$ cat src/rtl/usb_phy_clk_pkg.sv
package usb_phy_clk_pkg;
  localparam int unsigned CTRL_W   = 16;
  localparam int unsigned CODE_W   = 4;
  localparam int unsigned RATE_W   = 16;
  localparam int unsigned HS_SEL_B = 0;
  localparam int unsigned FS_SEL_B = 1;
  localparam int unsigned CODE_LSB = 2;
  localparam int unsigned RST_B    = 6;
  localparam int unsigned PDN_B    = 7;
  localparam int unsigned PLLON_B  = 8;
  localparam int unsigned GOOD_B   = 9;
  localparam int unsigned WR_BITS  = 9;   // writable bits 8:0
  localparam logic [CTRL_W-1:0] CTRL_RST = CTRL_W'(16'h00C0);
  localparam logic [RATE_W-1:0] PLL_OUT_KHZ = RATE_W'(48000);

  function automatic logic [RATE_W-1:0] code_to_khz(input logic [CODE_W-1:0] code);
    case (code)
      4'd0:    return RATE_W'(12000);
      4'd1:    return RATE_W'(13000);
      4'd2:    return RATE_W'(19200);
      4'd3:    return RATE_W'(20000);
      4'd4:    return RATE_W'(24000);
      4'd5:    return RATE_W'(26000);
      4'd6:    return RATE_W'(38400);
      4'd7:    return RATE_W'(40000);
      4'd8:    return RATE_W'(48000);
      default: return '0;
    endcase
  endfunction
endpackage

$ cat src/rtl/usb_phy_clk_regs.sv
module usb_phy_clk_regs
  import usb_phy_clk_pkg::*;
(
  input  logic              clk_i,
  input  logic              rst_ni,
  input  logic              wr_en_i,
  input  logic [CTRL_W-1:0] wr_data_i,
  input  logic [CTRL_W-1:0] wr_mask_i,
  output logic [CTRL_W-1:0] ctrl_o
);
  localparam logic [CTRL_W-1:0] WR_MASK = CTRL_W'((1 << WR_BITS) - 1);

  logic [CTRL_W-1:0] ctrl_q;
  logic [CTRL_W-1:0] eff_mask;

  assign eff_mask = wr_mask_i & WR_MASK;

  always_ff @(posedge clk_i or negedge rst_ni) begin
    if (!rst_ni)      ctrl_q <= CTRL_RST;
    else if (wr_en_i) ctrl_q <= (ctrl_q & ~eff_mask) | (wr_data_i & eff_mask);
  end

  assign ctrl_o = ctrl_q;

  assert_idle_hold_R2: assert property (@(posedge clk_i) disable iff (!rst_ni)
    !wr_en_i |=> $stable(ctrl_q));

  assert_masked_hold_R2: assert property (@(posedge clk_i) disable iff (!rst_ni)
    wr_en_i |=> ((ctrl_q & ~$past(wr_mask_i)) == ($past(ctrl_q) & ~$past(wr_mask_i))));
endmodule

$ cat src/rtl/usb_phy_pll_model.sv
module usb_phy_pll_model #(
  parameter int unsigned LOCK_CYCLES = 64
) (
  input  logic clk_i,
  input  logic rst_ni,
  input  logic run_i,
  input  logic mod_en_i,
  output logic locked_o
);
  localparam int unsigned CNT_W = $clog2(LOCK_CYCLES + 1);
  localparam logic [CNT_W-1:0] CNT_LAST = CNT_W'(LOCK_CYCLES - 1);

  logic [CNT_W-1:0] cnt_q;
  logic             locked_q;

  always_ff @(posedge clk_i or negedge rst_ni) begin
    if (!rst_ni) begin
      cnt_q    <= '0;
      locked_q <= 1'b0;
    end else if (!run_i) begin
      cnt_q    <= '0;
      locked_q <= 1'b0;
    end else if (!locked_q) begin
      if (!mod_en_i)              cnt_q <= '0;
      else if (cnt_q == CNT_LAST) locked_q <= 1'b1;
      else                        cnt_q <= cnt_q + 1'b1;
    end
  end

  assign locked_o = locked_q;

  assert_lock_needs_enable_R7: assert property (@(posedge clk_i) disable iff (!rst_ni)
    $rose(locked_q) |-> $past(mod_en_i));

  assert_lock_needs_run_R6: assert property (@(posedge clk_i) disable iff (!rst_ni)
    $rose(locked_q) |-> $past(run_i));

  assert_lock_kept_R8: assert property (@(posedge clk_i) disable iff (!rst_ni)
    (locked_q && run_i) |=> locked_q);

  assert_drop_on_stop_R9: assert property (@(posedge clk_i) disable iff (!rst_ni)
    !run_i |=> !locked_q);
endmodule

$ cat src/rtl/usb_phy_clk_ctrl.sv
module usb_phy_clk_ctrl
  import usb_phy_clk_pkg::*;
#(
  parameter int unsigned LOCK_CYCLES = 64
) (
  input  logic        clk_i,
  input  logic        rst_ni,
  input  logic        wr_en_i,
  input  logic [15:0] wr_data_i,
  input  logic [15:0] wr_mask_i,
  input  logic        mod_en_i,
  output logic [15:0] rd_data_o,
  output logic        clk_good_o,
  output logic        hs_use_aux_o,
  output logic        fs_use_ext_o,
  output logic [15:0] ref_khz_o,
  output logic [15:0] pll_khz_o
);
  logic [CTRL_W-1:0] ctrl;
  logic [CODE_W-1:0] code;
  logic [RATE_W-1:0] ref_khz;
  logic              run;
  logic              locked;

  usb_phy_clk_regs u_regs (
    .clk_i     (clk_i),
    .rst_ni    (rst_ni),
    .wr_en_i   (wr_en_i),
    .wr_data_i (wr_data_i),
    .wr_mask_i (wr_mask_i),
    .ctrl_o    (ctrl)
  );

  assign code    = ctrl[CODE_LSB +: CODE_W];
  assign ref_khz = code_to_khz(code);
  // an illegal code decodes to 0 and blocks the run
  assign run     = ctrl[PLLON_B] & ~ctrl[RST_B] & ~ctrl[PDN_B] & (ref_khz != '0);

  usb_phy_pll_model #(.LOCK_CYCLES(LOCK_CYCLES)) u_pll (
    .clk_i    (clk_i),
    .rst_ni   (rst_ni),
    .run_i    (run),
    .mod_en_i (mod_en_i),
    .locked_o (locked)
  );

  always_comb begin
    rd_data_o         = '0;
    rd_data_o[8:0]    = ctrl[8:0];
    rd_data_o[GOOD_B] = locked;
  end

  assign clk_good_o   = locked;
  assign hs_use_aux_o = ctrl[HS_SEL_B];
  assign fs_use_ext_o = ctrl[FS_SEL_B];
  assign ref_khz_o    = ref_khz;
  assign pll_khz_o    = locked ? PLL_OUT_KHZ : '0;
endmodule

$ cat config.mk
export PLATFORM = sky130hd
export DESIGN_NAME = usb_phy_clk_ctrl
export DESIGN_NICKNAME = d
export VERILOG_FILES = /design/src/rtl/usb_phy_clk_pkg.sv /design/src/rtl/usb_phy_clk_regs.sv /design/src/rtl/usb_phy_pll_model.sv /design/src/rtl/usb_phy_clk_ctrl.sv
export SDC_FILE = /design/constraint.sdc
export NUM_CORES = 1
export LEC_CHECK = 0
export ABC_AREA = 1
export CAP_MARGIN = 10
export CORE_MARGIN = 2
export CORE_UTILIZATION = 39
export CTS_BUF_LIST = sky130_fd_sc_hd__clkbuf_4 sky130_fd_sc_hd__clkbuf_8
export DETAILED_ROUTE_END_ITERATION = 7
export GPL_ROUTABILITY_DRIVEN = 1
export PLACE_DENSITY = 0.86
export SYNTH_ARGS = -nofsm -noshare
export SYNTH_HDL_FRONTEND = slang
export SYNTH_SLANG_ARGS = --single-unit
$ cat constraint.sdc
create_clock -name clk_i -period 2.2 [get_ports clk_i]
set_clock_uncertainty 0.05 [all_clocks]
set_input_delay 0.22 -clock clk_i [delete_from_list [all_inputs] [get_ports clk_i]]
set_output_delay 0.22 -clock clk_i [all_outputs]
set_load 0.02 [all_outputs]
======== After elaboration in Yosys (flattened, before gate mapping) ========
Memories as Yosys holds them, arrays and structs flattened.
Cells that the tools add are included.
operators by class
  add/subtract/negate cells ............... 1
  eq/ne operators ......................... 3
  muxes and demuxes ....................... 9
  bitwise logic cells ..................... 9
  reductions and logical operators ........ 2
operator list
  operator                                                         number
  7-bit 2-to-1 mux                                                 4
  16-bit bitwise AND                                               1
  16-bit by 9-bit bitwise AND with 16-bit output                   1
  16-bit 2-to-1 mux                                                1
  9-bit NOT with 16-bit output                                     1
  16-bit bitwise OR                                                1
  16-bit nonzero test                                              1
  7-bit by 1-bit adder with 7-bit output, second input constant    1
  7-bit by 6-bit == test with 1-bit output, second input constant  1
  1-bit 2-to-1 mux                                                 4
  1-bit bitwise AND                                                3
  3-bit inequality test, second input constant                     1
  2-bit inequality test, second input constant                     1
  1-bit NOT                                                        2
  2-bit AND reduction                                              1
storage, ports and cells
  register bits ........................... 24
  memory bits (read-only) ................. 208
  output and inout port bits .............. 51
  word-level logic and storage cells ...... 28
  memories kept ........................... 1
memory list
  name             depth  width  read ports  clocked after memory_dff  write ports  RTL line               text
  (no name shown)  16     13     1           0                         0            usb_phy_clk_pkg.sv:17  case (code)

======== Longest topological paths before layout ========
Gate-level depths: netlist (run 1).
  depth in word-level cells ............... 6
  depth in mapped cells ................... 8
  mapped depth without buffers ............ 8

======== Modules after synthesis ========
A second synthesis (run 1) with hierarchy kept.
unflattened totals
  cells, all modules ...................... 182
  area total of the unflattened synthesis .. 1393.8 um2
modules (own cells, without submodules)
  module             times used  cells each  area each (um2)  seq. area each (um2)
  usb_phy_clk_ctrl   1           75          470.5            0.0
  usb_phy_clk_regs   1           55          464.2            227.7
  usb_phy_pll_model  1           52          459.2            200.2

======== Least setup slack after synthesis (run 1) ========
OpenSTA, ideal clock, no wires.
  path type ............................... reg-to-output
  from .................................... register (tool-made name)
  to ...................................... output ref_khz_o[13]
  arrival ................................. 1.466 ns
  data required time ...................... 1.930 ns
  setup slack ............................. 0.464 ns
  stages on the path, launching flop included .. 7
  cells stage by stage .................... dfrtp_1 inv_1 ha_1 inv_1 nor3_1 a21oi_1 a21oi_1
RTL lines
  element           RTL line                text
  end: declaration  usb_phy_clk_ctrl.sv:16  output logic [15:0] ref_khz_o,

==> impl_metrics.json, run 1 <==
{
  "die_w_um": 61.1,
  "r2r_slack_ns": 0.79,
  "synth_common_cells": "nand2_1 (33), buf_4 (28), nor2_1 (20), inv_1 (16), dfrtp_1 (15)",
  "ys_async_sr_fraction_pct": 100,
  "powerDensity_nw_per_um2": 513,
  "syn_inst": 174,
  "yosys_register_bits": 17,
  "initialDrtViolationCount": 58,
  "vias": 1150,
  "highest_layer": "met4",
  "initial_core_util_pct": 41.3,
  "antenna_left": 0,
  "yosysMostFrequentCell": "nand2_1",
  "track_usage_pct": 14.9,
  "diodes": 0,
  "grt_pass1_wl_um": 4090,
  "antenna_found_initial": 0,
  "clkSlewWorstSetupHoldPaths_ns": 0.09,
  "ys_top_cells_by_area": "dfrtp_1 (29%), buf_4 (17%), nand2_1 (9.7%)",
  "cp_max_fo": 5,
  "crit_path_end_kind": "output pin",
  "setup_violations": 0,
  "synth_top_area_share_pct": 29.5,
  "fmaxAchievable_mhz": 485,
  "start_kind": "flip-flop",
  "wl_met3_um": 155,
  "gp_congestion": 0.881,
  "grt_pass1_vias": 972,
  "grt_max_degree": 18,
  "clkPwrFrac_pct": 19.5,
  "internal_power_uw": 574,
  "synth_top_area_cell": "dfrtp_1",
  "cts_tree": "yes",
  "core_um2": 3080,
  "fin_crit_sh_pct": 93.8,
  "yosys_warnings": 0,
  "status": "completed",
  "arrival_ns": 1.79,
  "rsz0062_at_grt": "false",
  "cts_hold_buf": 0,
  "share_comb_of_total_power_pct": 40.0,
  "synth.distinct_cells": 26,
  "p_sw_share_pct": 36.1,
  "ios": 87,
  "fillers": 296,
  "worstPathRequired_ns": 1.93,
  "leakage_nw": 0.922,
  "hold_viol": 0,
  "clock_latency_ns": 0.29,
  "final_nets": 264,
  "wl_met1_um": 1110,
  "die_area_um2": 3740,
  "cts_made_buffers": 3,
  "postSynthAreaPerCell_um2": 7.31,
  "port_buffers": 54,
  "setup_tns_ns": 0,
  "fin_crit_ns": 2.06,
  "worstSetupPathType": "flip-flop to output pin",
  "rows": 20,
  "fp.dieH_um": 61.1,
  "peakVddDrop_v": 0.000347,
  "maxSlewViolCount": 0,
  "synth_edf_count": 0,
  "syn2layout_area_growth_pct": 37.6,
  "via_per_inst": 4.34,
  "clockRootBuffer": "clkbuf_4",
  "htreeDepth": 1,
  "wl_met2_um": 1350,
  "cts.path.max_buffers": 2,
  "dr.pass1.iters": 4,
  "cap_violations": 0,
  "synth_flop_cell": "dfrtp_1",
  "p_sw_uw": 324,
  "drive_gt1_share_pct": 10.9,
  "sequentialPowerShare_pct": 40.5,
  "placed_area_um2": 1730,
  "design_area_um2": 1750,
  "totalWireLength_um": 2660,
  "hp-class": "input port to async pin",
  "synth_seq_area_share_pct": 33.6,
  "synth_area_um2": 1270,
  "route.detailed.drc": 0,
  "routedWlPerCell_um": 10.0,
  "dpl.hpwl_um": 2160,
  "gr-total-overflow": 0,
  "cts.sinks": 17
}
[cell usage in the layout, fill, tap and decap left out]
master	n
dfrtp_1	15
conb_1	18
nand2_2	2
nor3_1	3
inv_2	4
clkbuf_2	4
o21ai_0	4
clkdlybuf4s50_1	41
inv_1	16
a31oi_1	3
nand2_1	33
nand3_1	11
o21ai_1	1
a21oi_2	1
dfstp_2	2
clkbuf_4	4
nor2_4	1
xor2_1	2
clkdlybuf4s15_1	2
dlymetal6s2s_1	5
ha_1	6
dlygate4sd2_1	2
nor2_2	2
nor2_1	20
o211ai_1	1
a21oi_1	13
xnor2_1	1
nand3_2	1
buf_4	3
[timing repair]
| item | CTS | global route |
|---|---|---|
| endpoints found under the hold margin | 0 | 0 |
| buffers inserted | 0 | 0 |
| setup endpoints to repair | 8 | 11 |
| resized for setup | 8 | 16 |
[stage by stage]
| stage | hold WS, ns | instances | total power [mW] | util, % | setup slack [ns] |
|---|---|---|---|---|---|
| floorplan | -0.126 | 191 | 0.597 | - | 0.464 |
| global placement | 0.431 | 261 | 0.744 | 56.2 | 0.145 |
| detailed placement | 0.442 | 261 | 0.751 | 56.2 | 0.0693 |
| CTS | 0.194 | 265 | 0.911 | 56.9 | 0.0204 |
| global route | 0.216 | 265 | 0.963 | 56.9 | 0.00361 |
| finish | 0.189 | 265 | 0.898 | 56.9 | 0.137 |
[routing by layer]
metal	GRT usage, %	vias up
met1	17.1	513
met3	4.41	5
met4	7.45	0
li1	-	593
met5	0	-
met2	25.2	39
[power groups by stage]
stage | clock network [mW] | logic [mW] | registers (mW)
after floorplan | 0 | 0.212 | 0.385
after global placement | 0 | 0.376 | 0.368
after detailed placement | 0 | 0.381 | 0.369
after CTS | 0.182 | 0.365 | 0.363
after global routing | 0.201 | 0.395 | 0.367
final | 0.175 | 0.359 | 0.363
[logic make-up (layout without fill, tap and decap cells)]
group	Yosys count	count (layout)	synth area share (%)
simple gates	73	73	24.8
buf+inv	51	81	23.5
compound gates	23	23	9.83
flops	17	17	33.6
fa+ha+maj	6	6	5.90
xor+xnor	3	3	2.07
other cells	1	18	0.295
[worst max-delay path: stages, from the launching register on]
cell and delay, ns:
dfrtp_1 0.42, inv_1 0.12, ha_1 0.20, inv_1 0.05
nor3_1 0.20, inv_1 0.15, nand2_1 0.08, clkdlybuf4s15_1 0.29
[area by class of cell]
cell class	instances	area (um^2)	area share [%]
Sequential cell	17	428	24.4
Inverter	20	75.1	4.29
Multi-Input combinational cell	123	609	34.8
Timing Repair Buffer	57	553	31.6
Clock buffer	4	30.0	1.72
Tap cell	44	55.1	3.15
[path summary, 6_finish.rpt]
kind | start | to | cells past startpoint
max in group asynchronous | rst_ni | async pin | 2
hold reg to reg | flip-flop | flip-flop | 2
setup / recovery | flip-flop | ref_khz_o[11] | 7
setup reg to reg | flip-flop | u_pll.cnt_q[4] | 8
min in group clk_i | wr_data_i[7] | flip-flop | 3
hold / removal | rst_ni | u_pll.cnt_q[6] | 2
Power figures use the tool's default switching activity.
==> run 2, diff against run 1 <==
==> constraint.sdc (replaced) <==
create_clock -name clk_i -period 2.2 [get_ports clk_i]
set_clock_uncertainty 0.05 [all_clocks]
set_input_delay 0.22 -clock clk_i [delete_from_list [all_inputs] [get_ports clk_i]]
set_output_delay 0.22 -clock clk_i [all_outputs]
set_load 0.005 [all_outputs]
==> run 2 against run 1 <==
  * Setup slack worse by 0.025 ns
  * Clock power is 2% lower
  * Count of clock-buffer cells in the layout stayed put
  * Utilization is 2.0 points higher
  * Final area is 3.5% higher
  * Die area stayed put
  * Flip-flop and latch count stayed put
  * Via count is 0.61% higher
  * Combinational power is 13% lower
  * Largest power group unchanged
  * Highest routed layer unchanged
==> impl_metrics.json, run 2 (synthesis gave the netlist of run 1 again) <==
{
  "status": "completed",
  "cts_hold_buf": 0,
  "route.detailed.drc": 0,
  "initialDrtViolationCount": 39,
  "fin_crit_sh_pct": 94.9,
  "cp_max_fo": 5,
  "die_area_um2": 3740,
  "reg2reg_to": "u_pll.cnt_q[4]",
  "fp.dieH_um": 61.1,
  "track_usage_pct": 14.8,
  "peakVddDrop_v": 0.000441,
  "antenna_left": 0,
  "totalWireLength_um": 2660,
  "crit_path_end_kind": "output pin",
  "leakage_nw": 0.898,
  "ios": 87,
  "sequentialPowerShare_pct": 42.8,
  "cts_tree": "yes",
  "grt_max_degree": 18,
  "dr.pass1.iters": 4,
  "internal_power_uw": 602,
  "htreeDepth": 1,
  "rr_worst_depth": 7,
  "r2r_slack_ns": 0.84,
  "clkSlewWorstSetupHoldPaths_ns": 0.09,
  "dpl.hpwl_um": 2070,
  "share_comb_of_total_power_pct": 36.9,
  "grt_pass1_vias": 956,
  "worstPathRequired_ns": 1.93,
  "gp_congestion": 0.880,
  "initial_core_util_pct": 41.3,
  "hold_viol": 0,
  "port_buffers": 54,
  "fmaxAchievable_mhz": 479,
  "drive_gt1_share_pct": 12.5,
  "antenna_found_initial": 0,
  "rows": 20,
  "clockRootBuffer": "clkbuf_4",
  "fillers": 299,
  "core_um2": 3080,
  "hp-class": "input port to async pin",
  "cts_made_buffers": 3,
  "worstSetupPathType": "flip-flop to output pin",
  "vias": 1157,
  "cts.path.max_buffers": 2,
  "hold_slack_ns": 0.206,
  "start_kind": "flip-flop",
  "setup_violations": 0,
  "via_per_inst": 4.32,
  "final_nets": 267,
  "cts.sinks": 17,
  "syn2layout_area_growth_pct": 42.4,
  "multi_input_area_um2": 627,
  "maxSlewViolCount": 0,
  "die_w_um": 61.1,
  "fin_crit_ns": 2.09,
  "power_uw": 843,
  "clock_latency_ns": 0.28,
  "gr-total-overflow": 0,
  "seq_area_um2": 429,
  "routedWlPerCell_um": 9.91,
  "cap_violations": 0,
  "powerDensity_nw_per_um2": 465,
  "p_sw_uw": 241,
  "setup_tns_ns": 0,
  "final_common_cell": "clkdlybuf4s50_1",
  "p_sw_share_pct": 28.6,
  "diodes": 0,
  "final_cell_mix": "clkdlybuf4s50_1 (50), nand2_1 (33), nor2_1 (20), conb_1 (18)",
  "clkPwrFrac_pct": 20.3,
  "grt_pass1_wl_um": 4090,
  "arrival_ns": 1.82
}
## run 2: worst max path at each step
stage	from	end	cells after the start
2_1_floorplan	flip-flop	ref_khz_o[13]	6
3_3_place_gp	flip-flop	ref_khz_o[8]	7
3_5_place_dp	flip-flop	ref_khz_o[12]	7
4_1_cts	flip-flop	ref_khz_o[12]	7
5_1_grt	flip-flop	ref_khz_o[8]	7
6_report	flip-flop	ref_khz_o[8]	7
## run 2: final cells by class
class	count	share of cell area, %
Tap cell	44	3.04
Timing Repair Buffer	60	32.9
Multi-Input combinational cell	123	34.6
Sequential cell	17	23.7
Clock buffer	4	1.66
Inverter	20	4.14
## run 2: repair_timing
item | CTS | global route
buffers inserted | 1 | 3
resized for setup | 2 | 8
setup endpoints to repair | 6 | 8
## run 2: power groups by stage
stage	Clock, mW	Sequential (mW)	Combinational [mW]
after floorplan	0	0.360	0.148
after global placement	0	0.369	0.284
after detailed placement	0	0.369	0.290
after CTS	0.182	0.361	0.299
after global routing	0.198	0.366	0.352
final	0.171	0.361	0.311
## run 2: metal layers
metal  share of wire, %  vias to the layer above  GRT usage (%)
li1                   -                      599              -
met1                 42                      514           16.6
met2                 51                       42           26.9
met3                5.8                        2           3.78
met4                1.3                        0           5.59
met5                  0                        -              0
## run 2: critical path: stages, from the launching register on
cell	delay [ns]
dfrtp_1	0.42
inv_2	0.11
ha_4	0.14
inv_1	0.04
nor3_2	0.14
inv_2	0.08
o211ai_1	0.08
clkdlybuf4s50_1	0.52
## run 2: per-stage QoR
stage / instances / cell area (um^2) / setup slack (ns) / util, %
after detailed placement: 260 / 1720 / 0.223 / 56.0
after global routing: 268 / 1810 / -0.00188 / 58.9
final: 268 / 1810 / 0.112 / 58.9
after global placement: 260 / 1720 / 0.248 / 56.0
after floorplan: 191 / 1340 / 0.761 / -
after CTS: 265 / 1770 / 0.00133 / 57.4
